**config.mk**
```make
export PLATFORM = sky130hd
export DESIGN_NAME = halfbridge_ctl
export DESIGN_NICKNAME = d
export VERILOG_FILES = /design/src/rtl/hb_pkg.sv /design/src/rtl/hb_fault_ctl.sv /design/src/rtl/hb_leg.sv /design/src/rtl/halfbridge_ctl.sv
export SDC_FILE = /design/constraint.sdc
export NUM_CORES = 1
export LEC_CHECK = 0
export ABC_CLOCK_PERIOD_IN_PS = 1470
export BUFFER_PORTS_ARGS = -buffer_cell sky130_fd_sc_hd__clkbuf_2
export CORE_ASPECT_RATIO = 1.25
export CORE_MARGIN = 2
export CORE_UTILIZATION = 54
export CTS_BUF_LIST = sky130_fd_sc_hd__clkbuf_4 sky130_fd_sc_hd__clkbuf_8 sky130_fd_sc_hd__clkbuf_16
export CTS_CLUSTER_SIZE = 25
export DETAILED_ROUTE_END_ITERATION = 10
export PLACE_DENSITY_LB_ADDON = 0.25
export SLEW_MARGIN = 15
export SYNTH_ARGS = -nofsm -noshare
export SYNTH_HDL_FRONTEND = slang
export SYNTH_HIERARCHICAL = 1
export SYNTH_SLANG_ARGS = --single-unit
```
**constraint.sdc**
```tcl
create_clock -name clk -period 1.47 [get_ports clk]
set_input_delay 0.294 -clock clk [delete_from_list [all_inputs] [get_ports clk]]
set_output_delay 0.294 -clock clk [all_outputs]
set_load 0.02 [all_outputs]
```
**src/rtl/hb_pkg.sv**
```systemverilog
package hb_pkg;
  typedef enum logic [1:0] {
    FLT_IDLE = 2'd0,
    FLT_HOLD = 2'd1,
    FLT_WAIT = 2'd2
  } flt_state_t;
endpackage

```
**src/rtl/hb_fault_ctl.sv**
```systemverilog
module hb_fault_ctl
  import hb_pkg::*;
(
  input  logic clk,
  input  logic rst_n,
  input  logic oc_flag,
  input  logic sd_n,
  output logic od_en,
  output logic fault_idle
);
  flt_state_t state_q, state_d;

  always_comb begin
    state_d = state_q;
    unique case (state_q)
      FLT_IDLE: if (oc_flag) state_d = FLT_HOLD;
      FLT_HOLD: if (!sd_n)   state_d = FLT_WAIT;
      FLT_WAIT: begin
        if (oc_flag)   state_d = FLT_HOLD;
        else if (sd_n) state_d = FLT_IDLE;
      end
      default: state_d = FLT_IDLE;
    endcase
  end

  always_ff @(posedge clk) begin
    if (!rst_n) state_q <= FLT_IDLE;
    else        state_q <= state_d;
  end

  assign od_en      = (state_q == FLT_HOLD);
  assign fault_idle = (state_q == FLT_IDLE);
endmodule

```
**src/rtl/hb_leg.sv**
```systemverilog
module hb_leg #(
  parameter int DEAD_CYC = 45
) (
  input  logic clk,
  input  logic rst_n,
  input  logic cmd_hi,
  input  logic cmd_lo,
  input  logic allow,
  input  logic uv_vcc,
  input  logic uv_boot,
  input  logic fast_kill,
  output logic gate_hi,
  output logic gate_lo
);
  localparam int CW = $clog2(DEAD_CYC + 1);
  localparam logic [CW-1:0] CNT_MAX = CW'(DEAD_CYC);

  logic          want_hi, want_lo;
  logic          hi_q, lo_q;
  logic [CW-1:0] gap_q;
  logic          gap_done;

  assign want_hi  = cmd_hi & ~cmd_lo & allow & ~uv_vcc & ~uv_boot;
  assign want_lo  = cmd_lo & ~cmd_hi & allow & ~uv_vcc;
  assign gap_done = (gap_q == CNT_MAX);

  always_ff @(posedge clk) begin
    if (!rst_n) begin
      hi_q  <= 1'b0;
      lo_q  <= 1'b0;
      gap_q <= '0;
    end else begin
      if (hi_q && !want_hi) hi_q <= 1'b0;
      if (lo_q && !want_lo) lo_q <= 1'b0;
      if (!hi_q && !lo_q && gap_done) begin
        hi_q <= want_hi;
        lo_q <= want_lo;
      end
      if (hi_q || lo_q)  gap_q <= '0;
      else if (!gap_done) gap_q <= gap_q + 1'b1;
    end
  end

  assign gate_hi = hi_q & ~fast_kill;
  assign gate_lo = lo_q & ~fast_kill;
endmodule

```
**src/rtl/halfbridge_ctl.sv**
```systemverilog
module halfbridge_ctl #(
  parameter int NPH      = 3,
  parameter int DEAD_CYC = 45
) (
  input  logic           clk,
  input  logic           rst_n,
  input  logic [NPH-1:0] hin,
  input  logic [NPH-1:0] lin,
  input  logic           sd_n,
  input  logic           oc_flag,
  input  logic [NPH-1:0] uv_vcc,
  input  logic [NPH-1:0] uv_boot,
  output logic [NPH-1:0] hvg,
  output logic [NPH-1:0] lvg,
  output logic           od_en
);
  logic fault_idle;
  logic leg_allow;

  hb_fault_ctl u_fault (
    .clk        (clk),
    .rst_n      (rst_n),
    .oc_flag    (oc_flag),
    .sd_n       (sd_n),
    .od_en      (od_en),
    .fault_idle (fault_idle)
  );

  assign leg_allow = sd_n & fault_idle & ~oc_flag;

  for (genvar g = 0; g < NPH; g++) begin : g_leg
    hb_leg #(.DEAD_CYC(DEAD_CYC)) u_leg (
      .clk       (clk),
      .rst_n     (rst_n),
      .cmd_hi    (hin[g]),
      .cmd_lo    (lin[g]),
      .allow     (leg_allow),
      .uv_vcc    (uv_vcc[g]),
      .uv_boot   (uv_boot[g]),
      .fast_kill (oc_flag),
      .gate_hi   (hvg[g]),
      .gate_lo   (lvg[g])
    );
  end
endmodule

```
# Yosys cells after proc, flatten, opt, wreduce, memory -nomap -nowiden
# Index checks and enable logic that the tools add are counted.
[totals] regBits=26 out_inout_bits=7
[op_classes] add_sub_neg=3 n_eq_ne=8 mux=17 n_bitwise=43 n_reduce_logical=38
[op_table] operator="$and A1 B1 Y1" count=29
[op_table] operator="$add A6 B1 Y6 const B" count=3
[op_table] operator="$eq A6 B6 Y1 const B" count=3
[op_table] operator="$not A1 Y1" count=14
[op_table] operator="$logic_and A1 B1 Y1" count=12
[op_table] operator="$logic_not A1 Y1" count=12
[op_table] operator="$mux W1" count=12
[op_table] operator="$reduce_bool A2 Y1" count=6
[op_table] operator="$mux W2" count=4
[op_table] operator="$pmux W2 S3" count=1
[op_table] operator="$reduce_or A2 Y1" count=3
[op_table] operator="$ne A2 B2 Y1 const B" count=2
[op_table] operator="$logic_or A1 B1 Y1" count=3
[op_table] operator="$ne A3 B3 Y1 const B" count=1
[op_table] operator="$reduce_and A3 Y1" count=1
[op_table] operator="$eq A2 B1 Y1 const B" count=1
[op_table] operator="$eq A2 B2 Y1 const B" count=1
[op_table] operator="$logic_not A2 Y1" count=1

# Depth between registers and ports, before layout
[logic_depth] word_depth=10 depth_mapped=5 ltp_nobuf=5

# By module
# Netlist, hierarchy kept.
[by_module_without_submodules] mod="hb_leg" instances=3 cells_per_inst=45 area_each_um2=402.9 seq_area_each_um2=160.2
[by_module_without_submodules] mod="hb_fault_ctl" instances=1 cells_per_inst=10 area_each_um2=105.1 seq_area_each_um2=40.0
[by_module_without_submodules] mod="halfbridge_ctl" instances=1 cells_per_inst=1 area_each_um2=8.8 seq_area_each_um2=0.0

# Worst setup path before layout
# No wires, ideal clock.
[synth_path] path_type="register to register" startpoint="register g_leg[0].u_leg.gap_q[0]" endpoint="register g_leg[0].u_leg.lo_q" t_arrival_ps=1113 path_slack_ps=270 stages_incl_launch_ff=5 n_path_buf=0 synth_period_minus_slack_ps=1200 cell_sequence="dfxtp_1 > ha_1 > nand3b_1 > o31a_1 > nor4b_2"
[synth_via] elab_chain_len=3 word_cells_on_any_way=4 cone_classes="1 x eq/ne; 1 x mux; 2 x reduce/logical"
[synth_rtl] item="from (decl)" line="hb_leg.sv:20" source="logic [CW-1:0] gap_q;"
[synth_rtl] item="from (signal assigned)" line="hb_leg.sv:40" source="else if (!gap_done) gap_q <= gap_q + 1'b1;"
[synth_rtl] item="$eq A6 B6 Y1 *" line="hb_leg.sv:25" source="assign gap_done = (gap_q == CNT_MAX);"
[synth_rtl] item="$logic_and A1 B1 Y1 *" line="hb_leg.sv:35" source="if (!hi_q && !lo_q && gap_done) begin"
[synth_rtl] item="$mux W1 / $reduce_bool A2 Y1 (equally long branches)"
[synth_rtl] item="to (signal assigned)" line="hb_leg.sv:37" source="lo_q <= want_lo;"
[synth_rtl] item="to (decl)" line="hb_leg.sv:19" source="logic hi_q, lo_q;"
# Mark *: on every way between the ends. The rest lies on a longest branch, timed or not.
# A chain may end at the register's enable or synchronous reset.

# Final worst setup path
[layout_path] startpoint="register u_fault.state_q[0]" endpoint="output port od_en"
[layout_via] elab_chain_len=1
[layout_rtl] item="from (decl)" line="hb_fault_ctl.sv:11" source="flt_state_t state_q, state_d;"
[layout_rtl] item="from (signal assigned)" line="hb_fault_ctl.sv:28" source="else state_q <= state_d;"
[layout_rtl] item="$eq A2 B1 Y1" line="hb_fault_ctl.sv:31" source="assign od_en = (state_q == FLT_HOLD);"
[layout_rtl] item="to (decl)" line="halfbridge_ctl.sv:15" source="output logic od_en"
# Every way passes these cells.

==> summary.md <==
The flow ran to the end, and the final reports show no timing, DRC or antenna violations. Across all layers, the routed design uses 1163 vias. Measured on the finished design, the core utilization comes to 63.3%. A synthesized cell averages 9.06 um2. The count of antenna-violating nets left after detailed routing was 0. For the worst-skew pair, the clock arrives at the later sink with an insertion delay of 0.31 ns. In this run the tightest slew margin relative to its limit is 79.7%. The part of the power in the clock network came out at 25.0%. The run gives 168 as the post-synthesis net count. Along the worst path, the maximum fanout reaches 5.

Summed over all cells, the static leakage comes to 0.568 nW. The run gives 2860 um2 as the die area. The first global-routing pass estimated 4220 um of wire. The detailed placement HPWL is 2050 um. Setup repair after global routing left no endpoint under its margin. The tools report the sink count of the clock tree as 26. The total iterations of the first detailed-routing run was 4; the number of I/O pins was 23. The fmax came out at 723 MHz.

The run gives 1059 as the via count of the first global-routing pass. Gates resized during post-CTS repair numbered 0. The measured slew at the worst slew-check pin is 0.303 ns. The worst setup path is launched from a flop. Setup violations remaining at the end of the flow were counted as 0. For the aggregate negative setup slack, the log shows 0 ns. Type of destination of the critical path: an output port. VDD sags by at most 478 uV. The area growth from synthesis to layout is 13.7%.

Counting flops with a built-in enable in the synthesized netlist gives 0. Data on the critical path is required at its endpoint by 1.18 ns. The count of input and output buffers was 22; the placeable core region was 2380 um2.

Walking the worst path, the cells encountered are nor2b_4, clkbuf_2. After technology mapping, the gate count stands at 146. The effective utilization at floorplan was 55.6%. The repair_antennas step left the layout with diodes totalling 0. The number of setup buffers added after CTS is 0.

The die boundary width was 48.3 um; the critical path data arrival time was 1.09 ns. Max-cap violations in this run came to 0. The routed design has 2600 um of wire. The logs give 0 for the DRC violation count after routing and 0.888 mW for the internal cell power. The tools report the number of hold-slack violations in the final timing report as 0. Yosys attributes the largest share of cell area to sky130_fd_sc_hd__dfxtp_1, sky130_fd_sc_hd__ha_1, sky130_fd_sc_hd__nand3b_1, sky130_fd_sc_hd__xnor2_1, sky130_fd_sc_hd__a21oi_1.

The top-area cell type share of the netlist area came out at 39.4%. TritonCTS built the clock tree. The logs give 39.4% for the proportion of synthesized chip area in sequential cells and 2 for the maximum buffer depth of the clock tree. For the finished layout, the period the worst path requires is 1.38 ns. From bottom edge to top edge, the die measures 59.3 um.

Sequential cells burn 64.5% of the power. For the last weighted congestion value of the routability-driven placer, the log shows 0.784. Among all stages on the critical path, the largest delay is contributed by sky130_fd_sc_hd__dfxtp_1. In this run, post-CTS hold repair placed 0 buffers. The post-synth design cell area was 1320 um2; the power density relative to cell area was 787 nW/um2. The initial antenna violation count is 0, and the proportion of power drawn by combinational gates is 10.5%. Overall power consumption after layout is estimated at 1.18 mW.

The tightest min-delay check is of the in2reg type. The tools report the count of final max-slew check failures as 0. The total global routing track utilization was 20.9%. The number of DRC violations after detailed-routing iteration 0 came out at 31.

The global route total overflow is 0, and the share of the clock period used by the worst path is 94.0%. The initialized floorplan defines 20 standard-cell rows. The run gives 6 as the warning count from the yosys run. The reported net switching power was 0.296 mW; the biggest cell delay along the critical path was 0.43 ns. Of all flip-flops after synthesis, the portion carrying an async set or reset was 0%. Clock tree synthesis selected as its root buffer the cell sky130_fd_sc_hd__clkbuf_4. After synthesis, the netlist uses 28 different library cells.

Cell type with the highest aggregate area in the netlist: sky130_fd_sc_hd__dfxtp_1. Critical path's top delay family: flip-flops. After the last flow step, the layout net total stands at 196. Using the TritonRoute via totals, the vias-per-cell ratio works out to 5.67. The clock transition at the registers of the reported paths was 0.13 ns. The worst setup path is of the reg2out kind.

The share of final-layout standard cells stronger than drive strength 1 came out at 19.8%. The count of buffer and inverter cells on the critical path works out to 1. Across all setup checks in the final design, the least slack found is 0.0876 ns.

The run gives 14 as the largest net degree at the start of global routing. The most used flip-flop cell after synthesis was sky130_fd_sc_hd__dfxtp_1. The flip-flop and latch count after synthesis is 26, and the average wire per standard cell is 12.7 um. The setup slack at placement was 0.154 ns; the final-layout fill cell count was 204. Net switching is 25.0% of the power.

The clock arrives with 0.00313 ns of skew. The number of H-tree levels is 1. The number of clock buffers added by TritonCTS is 3.
==> kinds of logic after synthesis <==
group	synth area share, %
and+or+nand+nor	34.9
AOI/OAI and AO/OA	14.1
DFF	39.4
adders and majority gates	5.68
buffers and inverters	1.99
xor gates and xnor gates	3.97
==> cell usage after synthesis, types with 4 or more instances <==
cell                       count
sky130_fd_sc_hd__xnor2_1       6
sky130_fd_sc_hd__nor3_1        9
sky130_fd_sc_hd__nand3_1       9
sky130_fd_sc_hd__nand3b_1      7
sky130_fd_sc_hd__o21ai_0       6
sky130_fd_sc_hd__nand2b_1      4
sky130_fd_sc_hd__nand2_1       6
sky130_fd_sc_hd__inv_1         7
sky130_fd_sc_hd__ha_1          6
sky130_fd_sc_hd__nor2_1        7
sky130_fd_sc_hd__and3b_1       4
sky130_fd_sc_hd__a21oi_1       9
sky130_fd_sc_hd__dfxtp_1      26
sky130_fd_sc_hd__nor3b_1       6
==> layout by cell type (no fill, tap or decap), types with 7 or more instances in the layout <==
| master | n |
|---|---|
| sky130_fd_sc_hd__clkbuf_2 | 22 |
| sky130_fd_sc_hd__dfxtp_1 | 26 |
| sky130_fd_sc_hd__nand3_1 | 9 |
| sky130_fd_sc_hd__inv_1 | 7 |
| sky130_fd_sc_hd__nor3_1 | 9 |
| sky130_fd_sc_hd__nor2_1 | 7 |
| sky130_fd_sc_hd__a21oi_1 | 9 |
| sky130_fd_sc_hd__nand3b_1 | 7 |
==> power groups by stage <==
stage / registers, mW / clock network, mW / logic (mW)
6_report: 0.764 / 0.296 / 0.124
5_1_grt: 0.769 / 0.326 / 0.140
4_1_cts: 0.763 / 0.311 / 0.125
3_5_place_dp: 0.779 / 0 / 0.125
3_3_place_gp: 0.778 / 0 / 0.118
2_1_floorplan: 0.774 / 0 / 0.0732
==> area by class of cell <==
| type | count | area [um2] | area share (%) |
|---|---|---|---|
| clock buffer | 3 | 22.5 | 1.50 |
| sequential | 26 | 520 | 34.6 |
| multi-input combinational | 113 | 776 | 51.6 |
| timing repair buffer | 23 | 118 | 7.82 |
| inverter | 7 | 26.3 | 1.75 |
| tap | 33 | 41.3 | 2.75 |
==> registers in the layout, indices dropped and copies added (netlist names) <==
| register | count |
|---|---|
| g_leg.u_leg/lo_q | 3 |
| g_leg.u_leg/gap_q | 18 |
| g_leg.u_leg/hi_q | 3 |
| u_fault/state_q | 2 |
==> through the flow <==
step | hold slack (ns) | cell area (um2) | cells
after CTS | 0.124 | 1500 | 205
final | 0.138 | 1500 | 205
after detailed placement | 0.483 | 1480 | 202
after floorplan | 0.365 | 1320 | 146
after global routing | 0.126 | 1500 | 205
after global placement | 0.472 | 1480 | 202
==> final timing paths <==
kind / startpoint / end / depth (start not counted) / slack, ns
max: u_fault/state_q[0] / od_en / 2 / 0.09
min: lin[1] / g_leg[1].u_leg/hi_q / 2 / 0.14
max reg2reg: g_leg[2].u_leg/gap_q[0] / g_leg[2].u_leg/lo_q / 4 / 0.13
min reg2reg: g_leg[1].u_leg/gap_q[5] / g_leg[1].u_leg/gap_q[5] / 2 / 0.51
==> layer usage <==
layer	GRT usage, %	vias up	part of all wire [%]
met2	36.5	16	55
li1	-	591	-
met3	3.66	2	2.5
met1	23.4	554	42
met5	0	-	0
met4	9.27	0	0.73
No activity file was read; power rests on OpenSTA's default activity.
